[src/rtl/eep_wpoll_pkg.sv]
package eep_wpoll_pkg;

   typedef enum logic [2:0] {
      ST_IDLE = 3'd0,
      ST_WSET = 3'd1,
      ST_WPUL = 3'd2,
      ST_WHLD = 3'd3,
      ST_WGAP = 3'd4,
      ST_ACC  = 3'd5,
      ST_REC  = 3'd6
   } wp_state_e;

   typedef struct packed {
      logic ce_n;
      logic oe_n;
      logic we_n;
      logic dq_oe;
   } wp_pins_t;

   function automatic int unsigned wp_max(input int unsigned a, input int unsigned b);
      return (a > b) ? a : b;
   endfunction

   function automatic wp_pins_t wp_decode(input wp_state_e s);
      wp_pins_t p;
      p.ce_n  = !(s inside {ST_WSET, ST_WPUL, ST_WHLD, ST_WGAP, ST_ACC});
      p.oe_n  = (s != ST_ACC);
      p.we_n  = (s != ST_WPUL);
      p.dq_oe = (s inside {ST_WSET, ST_WPUL, ST_WHLD});
      return p;
   endfunction

endpackage

[src/rtl/eep_wpoll_tick.sv]
module eep_wpoll_tick #(
   parameter int W = 4
) (
   input  logic         clk,
   input  logic         rst_n,
   input  logic         load,
   input  logic [W-1:0] len,
   output logic         last
);

   logic [W-1:0] cnt;

   always_ff @(posedge clk or negedge rst_n) begin
      if (!rst_n)
         cnt <= '0;
      else if (load)
         cnt <= len - W'(1);
      else if (cnt != '0)
         cnt <= cnt - W'(1);
   end

   assign last = (cnt == '0);

endmodule

[src/rtl/eep_wpoll_tmo.sv]
module eep_wpoll_tmo #(
   parameter int LIMIT = 100000
) (
   input  logic clk,
   input  logic rst_n,
   input  logic clear,
   output logic expired
);

   localparam int TW = $clog2(LIMIT + 1);

   logic [TW-1:0] cnt;

   assign expired = (cnt >= TW'(LIMIT));

   always_ff @(posedge clk or negedge rst_n) begin
      if (!rst_n)
         cnt <= '0;
      else if (clear)
         cnt <= '0;
      else if (!expired)
         cnt <= cnt + TW'(1);
   end

endmodule

[src/rtl/eep_wpoll_rdsync.sv]
module eep_wpoll_rdsync #(
   parameter int W      = 8,
   parameter int STAGES = 2
) (
   input  logic         clk,
   input  logic         rst_n,
   input  logic [W-1:0] d,
   output logic [W-1:0] q
);

   generate
      if (STAGES == 0) begin : g_direct
         assign q = d;
      end else begin : g_flops
         logic [W-1:0] stg [STAGES];
         always_ff @(posedge clk or negedge rst_n) begin
            if (!rst_n) begin
               for (int i = 0; i < STAGES; i++) stg[i] <= '0;
            end else begin
               stg[0] <= d;
               for (int i = 1; i < STAGES; i++) stg[i] <= stg[i-1];
            end
         end
         assign q = stg[STAGES-1];
      end
   endgenerate

endmodule

[src/rtl/eep_wpoll_pins.sv]
module eep_wpoll_pins
   import eep_wpoll_pkg::*;
#(
   parameter bit REG_PINS = 1'b1
) (
   input  logic      clk,
   input  logic      rst_n,
   input  wp_state_e st_src,
   output wp_pins_t  pins
);

   localparam wp_pins_t PINS_IDLE = '{ce_n: 1'b1, oe_n: 1'b1, we_n: 1'b1, dq_oe: 1'b0};

   generate
      if (REG_PINS) begin : g_reg
         always_ff @(posedge clk or negedge rst_n) begin
            if (!rst_n)
               pins <= PINS_IDLE;
            else
               pins <= wp_decode(st_src);
         end
      end else begin : g_comb
         assign pins = wp_decode(st_src);
      end
   endgenerate

endmodule

[src/rtl/eep_wpoll_ctrl.sv]
module eep_wpoll_ctrl
   import eep_wpoll_pkg::*;
#(
   parameter int AW       = 11,
   parameter int DW       = 8,
   parameter int T_ASU    = 2,
   parameter int T_WPL    = 10,
   parameter int T_WPH    = 5,
   parameter int T_DH     = 1,
   parameter int T_OEH    = 2,
   parameter int T_ACC    = 8,
   parameter int T_FLOAT  = 5,
   parameter int TIMEOUT  = 100000,
   parameter int RD_SYNC  = 2,
   parameter bit REG_PINS = 1'b1
) (
   input  logic          clk,
   input  logic          rst_n,
   input  logic          req_valid,
   output logic          req_ready,
   input  logic          req_write,
   input  logic [AW-1:0] req_addr,
   input  logic [DW-1:0] req_wdata,
   output logic          rsp_valid,
   output logic          rsp_error,
   output logic [DW-1:0] rsp_rdata,
   output logic [AW-1:0] mem_addr,
   output logic          mem_ce_n,
   output logic          mem_oe_n,
   output logic          mem_we_n,
   output logic [DW-1:0] mem_dq_out,
   output logic          mem_dq_oe,
   input  logic [DW-1:0] mem_dq_in
);

   localparam int GAP  = wp_max(T_OEH, T_WPH);
   localparam int LMAX = wp_max(wp_max(wp_max(T_ASU, T_WPL), wp_max(T_DH, GAP)),
                                wp_max(T_ACC, T_FLOAT));
   localparam int CW   = $clog2(LMAX + 1);

   generate
      if (AW < 1 || DW < 2) begin : g_bad_width
         $error("eep_wpoll_ctrl: AW must be >= 1 and DW >= 2");
      end
      if (T_ASU < 1 || T_WPL < 1 || T_DH < 1 || GAP < 1 || T_FLOAT < 1) begin : g_bad_time
         $error("eep_wpoll_ctrl: every interval must be at least one cycle");
      end
      if (T_ACC <= RD_SYNC) begin : g_bad_acc
         $error("eep_wpoll_ctrl: T_ACC must exceed the synchronizer depth");
      end
      if (TIMEOUT < 1) begin : g_bad_tmo
         $error("eep_wpoll_ctrl: TIMEOUT must be positive");
      end
   endgenerate

   wp_state_e     st, st_nxt;
   logic          load;
   logic [CW-1:0] len;
   logic          last;
   logic          expired;
   logic [DW-1:0] rd_byte;
   wp_pins_t      pins;
   wp_state_e     pin_src;

   logic          op_wr;
   logic [AW-1:0] a_q;
   logic [DW-1:0] d_q;
   logic          fin, err_q;
   logic [DW-1:0] rdata_q;
   logic          rsp_q;

   logic          accept;
   logic          sample;
   logic          bit_ok;

   assign accept = (st == ST_IDLE) && req_valid;
   assign sample = (st == ST_ACC) && last;
   assign bit_ok = (rd_byte[DW-1] == d_q[DW-1]);

   always_comb begin
      st_nxt = st;
      load   = 1'b0;
      len    = '0;
      unique case (st)
         ST_IDLE: if (req_valid) begin
            load   = 1'b1;
            st_nxt = req_write ? ST_WSET : ST_ACC;
            len    = req_write ? CW'(T_ASU) : CW'(T_ACC);
         end
         ST_WSET: if (last) begin
            st_nxt = ST_WPUL; load = 1'b1; len = CW'(T_WPL);
         end
         ST_WPUL: if (last) begin
            st_nxt = ST_WHLD; load = 1'b1; len = CW'(T_DH);
         end
         ST_WHLD: if (last) begin
            st_nxt = ST_WGAP; load = 1'b1; len = CW'(GAP);
         end
         ST_WGAP: if (last) begin
            st_nxt = ST_ACC; load = 1'b1; len = CW'(T_ACC);
         end
         ST_ACC: if (last) begin
            st_nxt = ST_REC; load = 1'b1; len = CW'(T_FLOAT);
         end
         ST_REC: if (last) begin
            if (fin) begin
               st_nxt = ST_IDLE;
            end else begin
               st_nxt = ST_ACC; load = 1'b1; len = CW'(T_ACC);
            end
         end
         default: st_nxt = ST_IDLE;
      endcase
   end

   always_ff @(posedge clk or negedge rst_n) begin
      if (!rst_n) begin
         st      <= ST_IDLE;
         op_wr   <= 1'b0;
         a_q     <= '0;
         d_q     <= '0;
         fin     <= 1'b0;
         err_q   <= 1'b0;
         rdata_q <= '0;
         rsp_q   <= 1'b0;
      end else begin
         st    <= st_nxt;
         rsp_q <= (st == ST_REC) && last && fin;
         if (accept) begin
            op_wr <= req_write;
            a_q   <= req_addr;
            d_q   <= req_wdata;
            fin   <= 1'b0;
            err_q <= 1'b0;
         end
         if (sample) begin
            rdata_q <= rd_byte;
            if (!op_wr) begin
               fin   <= 1'b1;
               err_q <= 1'b0;
            end else begin
               fin   <= bit_ok || expired;
               err_q <= !bit_ok && expired;
            end
         end
      end
   end

   eep_wpoll_tick #(.W(CW)) u_tick (
      .clk   (clk),
      .rst_n (rst_n),
      .load  (load),
      .len   (len),
      .last  (last)
   );

   eep_wpoll_tmo #(.LIMIT(TIMEOUT)) u_tmo (
      .clk     (clk),
      .rst_n   (rst_n),
      .clear   ((st == ST_WPUL) && last),
      .expired (expired)
   );

   eep_wpoll_rdsync #(.W(DW), .STAGES(RD_SYNC)) u_sync (
      .clk   (clk),
      .rst_n (rst_n),
      .d     (mem_dq_in),
      .q     (rd_byte)
   );

   assign pin_src = REG_PINS ? st_nxt : st;

   eep_wpoll_pins #(.REG_PINS(REG_PINS)) u_pins (
      .clk    (clk),
      .rst_n  (rst_n),
      .st_src (pin_src),
      .pins   (pins)
   );

   assign req_ready  = (st == ST_IDLE);
   assign rsp_valid  = rsp_q;
   assign rsp_error  = err_q;
   assign rsp_rdata  = rdata_q;
   assign mem_addr   = a_q;
   assign mem_dq_out = d_q;
   assign mem_ce_n   = pins.ce_n;
   assign mem_oe_n   = pins.oe_n;
   assign mem_we_n   = pins.we_n;
   assign mem_dq_oe  = pins.dq_oe;

endmodule

[config.mk]
export PLATFORM = sky130hd
export DESIGN_NAME = eep_wpoll_ctrl
export DESIGN_NICKNAME = d
export VERILOG_FILES = /design/src/rtl/eep_wpoll_pkg.sv /design/src/rtl/eep_wpoll_tick.sv /design/src/rtl/eep_wpoll_tmo.sv /design/src/rtl/eep_wpoll_rdsync.sv /design/src/rtl/eep_wpoll_pins.sv /design/src/rtl/eep_wpoll_ctrl.sv
export SDC_FILE = /design/constraint.sdc
export NUM_CORES = 1
export LEC_CHECK = 0
export ABC_AREA = 1
export BUFFER_PORTS_ARGS = -buffer_cell sky130_fd_sc_hd__buf_2
export CORE_ASPECT_RATIO = 1.2
export CORE_MARGIN = 1.5
export CORE_UTILIZATION = 35
export CTS_BUF_LIST = sky130_fd_sc_hd__clkbuf_4
export DETAILED_ROUTE_END_ITERATION = 10
export SYNTH_ARGS = -nofsm -noshare
export SYNTH_HDL_FRONTEND = slang
export SYNTH_HIERARCHICAL = 1
export SYNTH_SLANG_ARGS = --single-unit
[constraint.sdc]
create_clock -name clk -period 2.2 [get_ports clk]
set_clock_uncertainty 0.05 [all_clocks]
set_input_delay 0 -clock clk [delete_from_list [all_inputs] [get_ports clk]]
set_output_delay 0 -clock clk [all_outputs]
set_load 0.05 [all_outputs]
# ---- Word-level counts from Yosys, hierarchy flattened
# Index checks and enable logic that the tools add are counted.
dict set report word_totals {
  register_bits 75
  input_bits 31
  output_inout_bits 34
  wordCells 86
}
dict set report classes {
  add_sub_neg 3
  n_lt_le_gt_ge 1
  eq_ne 15
  n_mux 33
  n_reduce_logical 18
}
# op n
set op_table {}
lappend op_table {{two-way mux 17 bit} 2}
lappend op_table {{two-way mux 4 bit} 8}
lappend op_table {{two-way mux 3 bit} 10}
lappend op_table {{one-hot mux 4 bit (6 select lines)} 1}
lappend op_table {{one-hot mux 3 bit (7 select lines)} 1}
lappend op_table {{adder 17 x 1 -> 17 bit (second input constant)} 1}
lappend op_table {{>= comparator 17 bit (second input constant)} 1}
lappend op_table {{equality test 3 bit (second input constant)} 5}
lappend op_table {{equality test 3 x 2 -> 1 bit (second input constant)} 4}
lappend op_table {{two-way mux 1 bit} 10}
lappend op_table {{subtractor 4 x 1 -> 4 bit (second input constant)} 2}
lappend op_table {{equality test 3 x 1 -> 1 bit (second input constant)} 2}
lappend op_table {{logical AND 1 bit} 6}
lappend op_table {{nonzero test 5 bit} 1}
lappend op_table {{OR reduction 5 bit} 1}
lappend op_table {{zero test 4 bit} 1}
lappend op_table {{nonzero test 2 bit} 2}
lappend op_table {{nonzero test 4 bit} 1}
lappend op_table {{zero test 3 bit} 1}
lappend op_table {{!= test 3 x 2 -> 1 bit (second input constant)} 1}
lappend op_table {{!= test 3 bit (second input constant)} 1}
lappend op_table {{one-hot mux 1 bit (3 select lines)} 1}
lappend op_table {{nonzero test 3 bit} 1}
lappend op_table {{zero test 1 bit} 2}
lappend op_table {{other kinds (4)} 4}

# ---- Depth between registers and ports, before layout
dict set report depth {
  word_depth 6
  ltp_mapped 17
  mapped_depth_nobuf 17
}

# ---- Hierarchy
# Netlist, hierarchy kept.
# module instances cells_each area_each_um2 seq_area_each_um2
set by_module_without_submodules {}
lappend by_module_without_submodules {eep_wpoll_ctrl 1 188 1519.0 850.8}
lappend by_module_without_submodules {eep_wpoll_tmo 1 155 1086.0 425.4}
lappend by_module_without_submodules {eep_wpoll_rdsync 1 24 460.4 400.4}
lappend by_module_without_submodules {eep_wpoll_tick 1 46 282.8 100.1}
lappend by_module_without_submodules {eep_wpoll_pins 1 11 138.9 103.8}

# ---- Worst setup path after synthesis
# Ideal clock, no wire load.
dict set report synth_timing {
  path_type {register to register}
  from {register u_tick.cnt[2]}
  to {register u_tick.cnt[2]}
  setup_ns 0.078
  t_arrival_ns 1.854
  t_required_ns 2.072
  setup_slack_ns 0.218
  stages_incl_launch_ff 16
  n_path_buf 0
  period_less_slack_ns 1.982
  path_cell_list {dfrtp_1 -> nor2_1 -> nand3_1 -> inv_1 -> inv_1 -> nor2_1 -> nand2_1 -> nand2_1 -> inv_1 -> nand2_1 -> inv_2 -> nand2_1 -> nand2_1 -> ha_1 -> or2_0 -> a21boi_1}
}
dict set report synth_between {
  word_cells_on_any_way 15
  cone_classes {add/sub (2); mux (10); reduce/logical (3)}
}
# item line
set synth_lines {}
lappend synth_lines {{from (decl)} eep_wpoll_tick.sv:11} ;# logic [W-1:0] cnt;
lappend synth_lines {{from (signal assigned)} eep_wpoll_tick.sv:17} ;# cnt <= len - W'(1);
lappend synth_lines {{from (signal assigned)} eep_wpoll_tick.sv:19} ;# cnt <= cnt - W'(1);
lappend synth_lines {{zero test 4 bit *} eep_wpoll_tick.sv:22} ;# assign last = (cnt == '0);
lappend synth_lines {{named net last} eep_wpoll_ctrl.sv:59} ;# logic last;
lappend synth_lines {{two-way mux 1 bit, on equally long branches} -}
lappend synth_lines {{one-hot mux 1 bit (3 select lines) *} eep_wpoll_ctrl.sv:84} ;# unique case (st)
lappend synth_lines {{named net load} eep_wpoll_ctrl.sv:57} ;# logic load;
lappend synth_lines {{two-way mux 4 bit / nonzero test 2 bit (equally long branches)} -}
# The timed path passes the listed nets; every way through them passes the cells marked *. The select of a mux whose other input is x is not followed.
# A chain may end at the register's enable or synchronous reset.

# ---- Worst setup path in the final report
dict set report layout_timing {
  from {register u_tick.cnt[1]}
  to {register u_tick.cnt[2]}
}
# The elaborated chain is that of the path after synthesis.

==> impl_results.md <==
* Outcome: completed
* Clock buffer depth at 2
* Post-synth top area cell: dfrtp_1
* Gpl congestion at between 0.8 and 0.9
* Pwr Total at ~5.8 mW
* Die area at ~0.011 mm²
* #FFs+latches synth at 75
* Max Freq at 489 MHz
* CP startpoint kind: flop
* Worst skew pair latency at around 0.43 ns
* Top cells by area, synth: dfrtp_1, nand2_1, inv_1
* Initial antenna violation count at 1
* Top cell type's share of synthesized area at 0.517
* Crit path largest cell delay at roughly 0.42 ns
* Number of buffers and inverters on the critical path at 4
* Layout Utilization at 0.458
* Number of core rows at 39
* Fin nets at roughly 560
* Avg WL per Cell at about 12 µm
* CTS tree: yes
* Die height at 112 µm
* Setup_tns at 0 ns
* Final setup fails at 0
* CP arrival at around 2.4 ns
* Die span in x at between 90 and 100 µm
* Critical path fanouts, max at 5
* CTS clock-pin slew for the worst setup and hold paths at roughly 0.12 ns
* Core Area at 0.00961 mm²
* Crit-path leading delay family: simple AND/OR/NAND/NOR gates
* Htree depth at 3
* Syn_nets at roughly 460
* Clk sinks at 75
* Period minus WS final at 2.04 ns
* Top-level port count at 65
* DR iter-0 viols at ~140
* Root Driver: clkbuf_4
* Critical path class: reg -> reg
* Worst hold path type: in -> reg
* Sequential cell area at roughly 0.0019 mm²
* Synthesized area per cell at around 8.2 µm²
* Initial Util at 0.363
* Mapped Area at about 0.0035 mm²
* Flop2flop setup slack at 0.16 ns
* Share of layout cells above drive strength 1 at 0.233
* Ys async rst share at 1.00
* Sequential share of the synthesized area at 0.539
* Fin area at ~0.0044 mm²
* Max IR drop VDD at 649 µV
* Vias/cell at approximately 4.5
* DP Area at slightly below 0.004 mm²
* Post-DP HPWL at about 5200 µm
* DR pass1 iterations at 4
* Total congestion overflow at 0
* Max-cap violations at 0
* Synth-to-layout area growth at 26.1%
* Measured slew at the worst slew-check pin at a little over 0.9 ns
* P per Cell Area at around 1300 mW/mm²
* DR vias at about 3000
* Multi-input gate area at between 0.001 and 0.0015 mm²
* Max_slew headroom at 0.382
* Max stage delay cell, worst path: dfrtp_1
* GRT Util Overall at 0.157
* Most used DFF post-synth: dfrtp_1
* Critical-path cell list: nor2_1, nand3_1, inv_2, inv_2, nor2_4, nand2_1, nand2_1, inv_1, nand2_2, inv_2, nand2_1, nand2_2, ha_2, or2_0, a21boi_1
* Hold WS at between 0.15 and 0.2 ns
* Worst endpoint required time at ~2.5 ns
* Largest net degree at the start of global routing at between 70 and 80
* First-pass GRT wire length at 12800 µm
* PortBufs at between 60 and 70
* Most frequent cell after synthesis: nand2_1
* CTS Buf Count at 9
* Fin. Hold Viols at 0
* Critical path endpoint category: flop
* Final period util at 0.929
* Post-synthesis cell type count at 35
* Post-route ant nets at 0
* FILL cells at slightly above 900
* Post-Synthesis Cells at 424
* Post-synth EDFFs at 0
* Vias in the first global route at between 2000 and 3000
* Post-synth top cells: nand2_1, dfrtp_1, inv_1
* Final slew viol count at 0
* WL final at 7850 µm
* Leak pwr at 2.42 nW
* Yosys warning total at 6
* DRC at 0
report_power, final:
group          total (mW)  internal, mW  switching (mW)
registers            2.11          1.82           0.286
clock network       0.838         0.343           0.495
logic                2.87         0.821            2.05
final timing paths:
| path | start | end | cells past startpoint |
|---|---|---|---|
| max reg2reg | u_tick/cnt[1] | u_tick/cnt[2] | 15 |
| max | u_tick/cnt[1] | u_tick/cnt[2] | 15 |
| min reg2reg | u_sync/g_flops.stg[9] | u_sync/q[1] | 0 |
| min | mem_dq_in[2] | u_sync/g_flops.stg[10] | 2 |
| max in group asynchronous | rst_n | rsp_rdata[5] | 2 |
| min in group asynchronous | rst_n | u_pins/pins[0] | 2 |
stage by stage:
stage,worst slack (ns),std cells
2_1_floorplan,0.218,424
3_3_place_gp,0.129,605
3_5_place_dp,0.0275,605
4_1_cts,0.0390,651
5_1_grt,-0.00500,657
6_report,0.156,657
layer usage:
layer | GRT usage | up-vias | wire, µm
met3 | 0.0264 | 13 | 311
li1 | - | 1515 | -
met2 | 0.270 | 82 | 3890
met4 | 0.0915 | 0 | 189
met5 | 0 | - | 0
met1 | 0.182 | 1374 | 3460
layout make-up:
cell class / instances / area share
sequential: 75 / 0.428
tap: 123 / 0.0350
multi-input combinational: 286 / 0.299
inverter: 48 / 0.0415
timing repair buffer: 108 / 0.166
clock buffer: 9 / 0.0154
antenna: 1 / 0.000569
clock inverter: 7 / 0.0156
worst register-to-register path: stages, from the launching register on:
cell and delay, ns:
dfrtp_1 0.42, nor2_1 0.10, nand3_1 0.10, inv_2 0.11, inv_2 0.07, nor2_4 0.10
nand2_1 0.08, nand2_1 0.06, inv_1 0.05, nand2_2 0.10, inv_2 0.07, nand2_1 0.08
nand2_2 0.08, ha_2 0.18, or2_0 0.22, a21boi_1 0.12
layout by cell type (no fill, tap or decap), types with 4 or more instances in the layout:
cell	instances
nand2_1	171
dfrtp_1	72
buf_2	63
inv_1	40
dlygate4sd3_1	30
nor2_1	27
nand3_1	26
buf_4	15
clkbuf_4	9
nand4_1	9
o21ai_0	8
a21oi_1	7
inv_2	6
nand2_2	5
nor2_2	4
kinds of logic after synthesis:
family,share of synthesized area
adders and majority gates,0.0108
AOI/OAI and AO/OA,0.0384
buffers and inverters,0.0883
DFF,0.539
and+or+nand+nor,0.318
xor gates and xnor gates,0.00502
state kept, by name (all words and copies together), names as in the netlist:
| register | flops |
|---|---|
| mem_addr | 11 |
| op_wr | 1 |
| st | 3 |
| rsp_valid | 1 |
| rsp_rdata | 8 |
| u_pins/pins | 4 |
| mem_dq_out | 8 |
| u_tmo/cnt | 17 |
| u_tick/cnt | 4 |
| rsp_error | 1 |
| u_sync/q | 8 |
| u_sync/g_flops.stg | 8 |
| fin | 1 |
what timing repair did:
action                                  CTS  global route
buffers inserted                          0             5
cloned                                    0             0
endpoints found under the hold margin   101             0
hold buffers                             30             0
resized for setup                         1             7
endpoints found under the setup margin    1             3
pin swaps                                 0             5
Power figures use the tool's default switching activity.
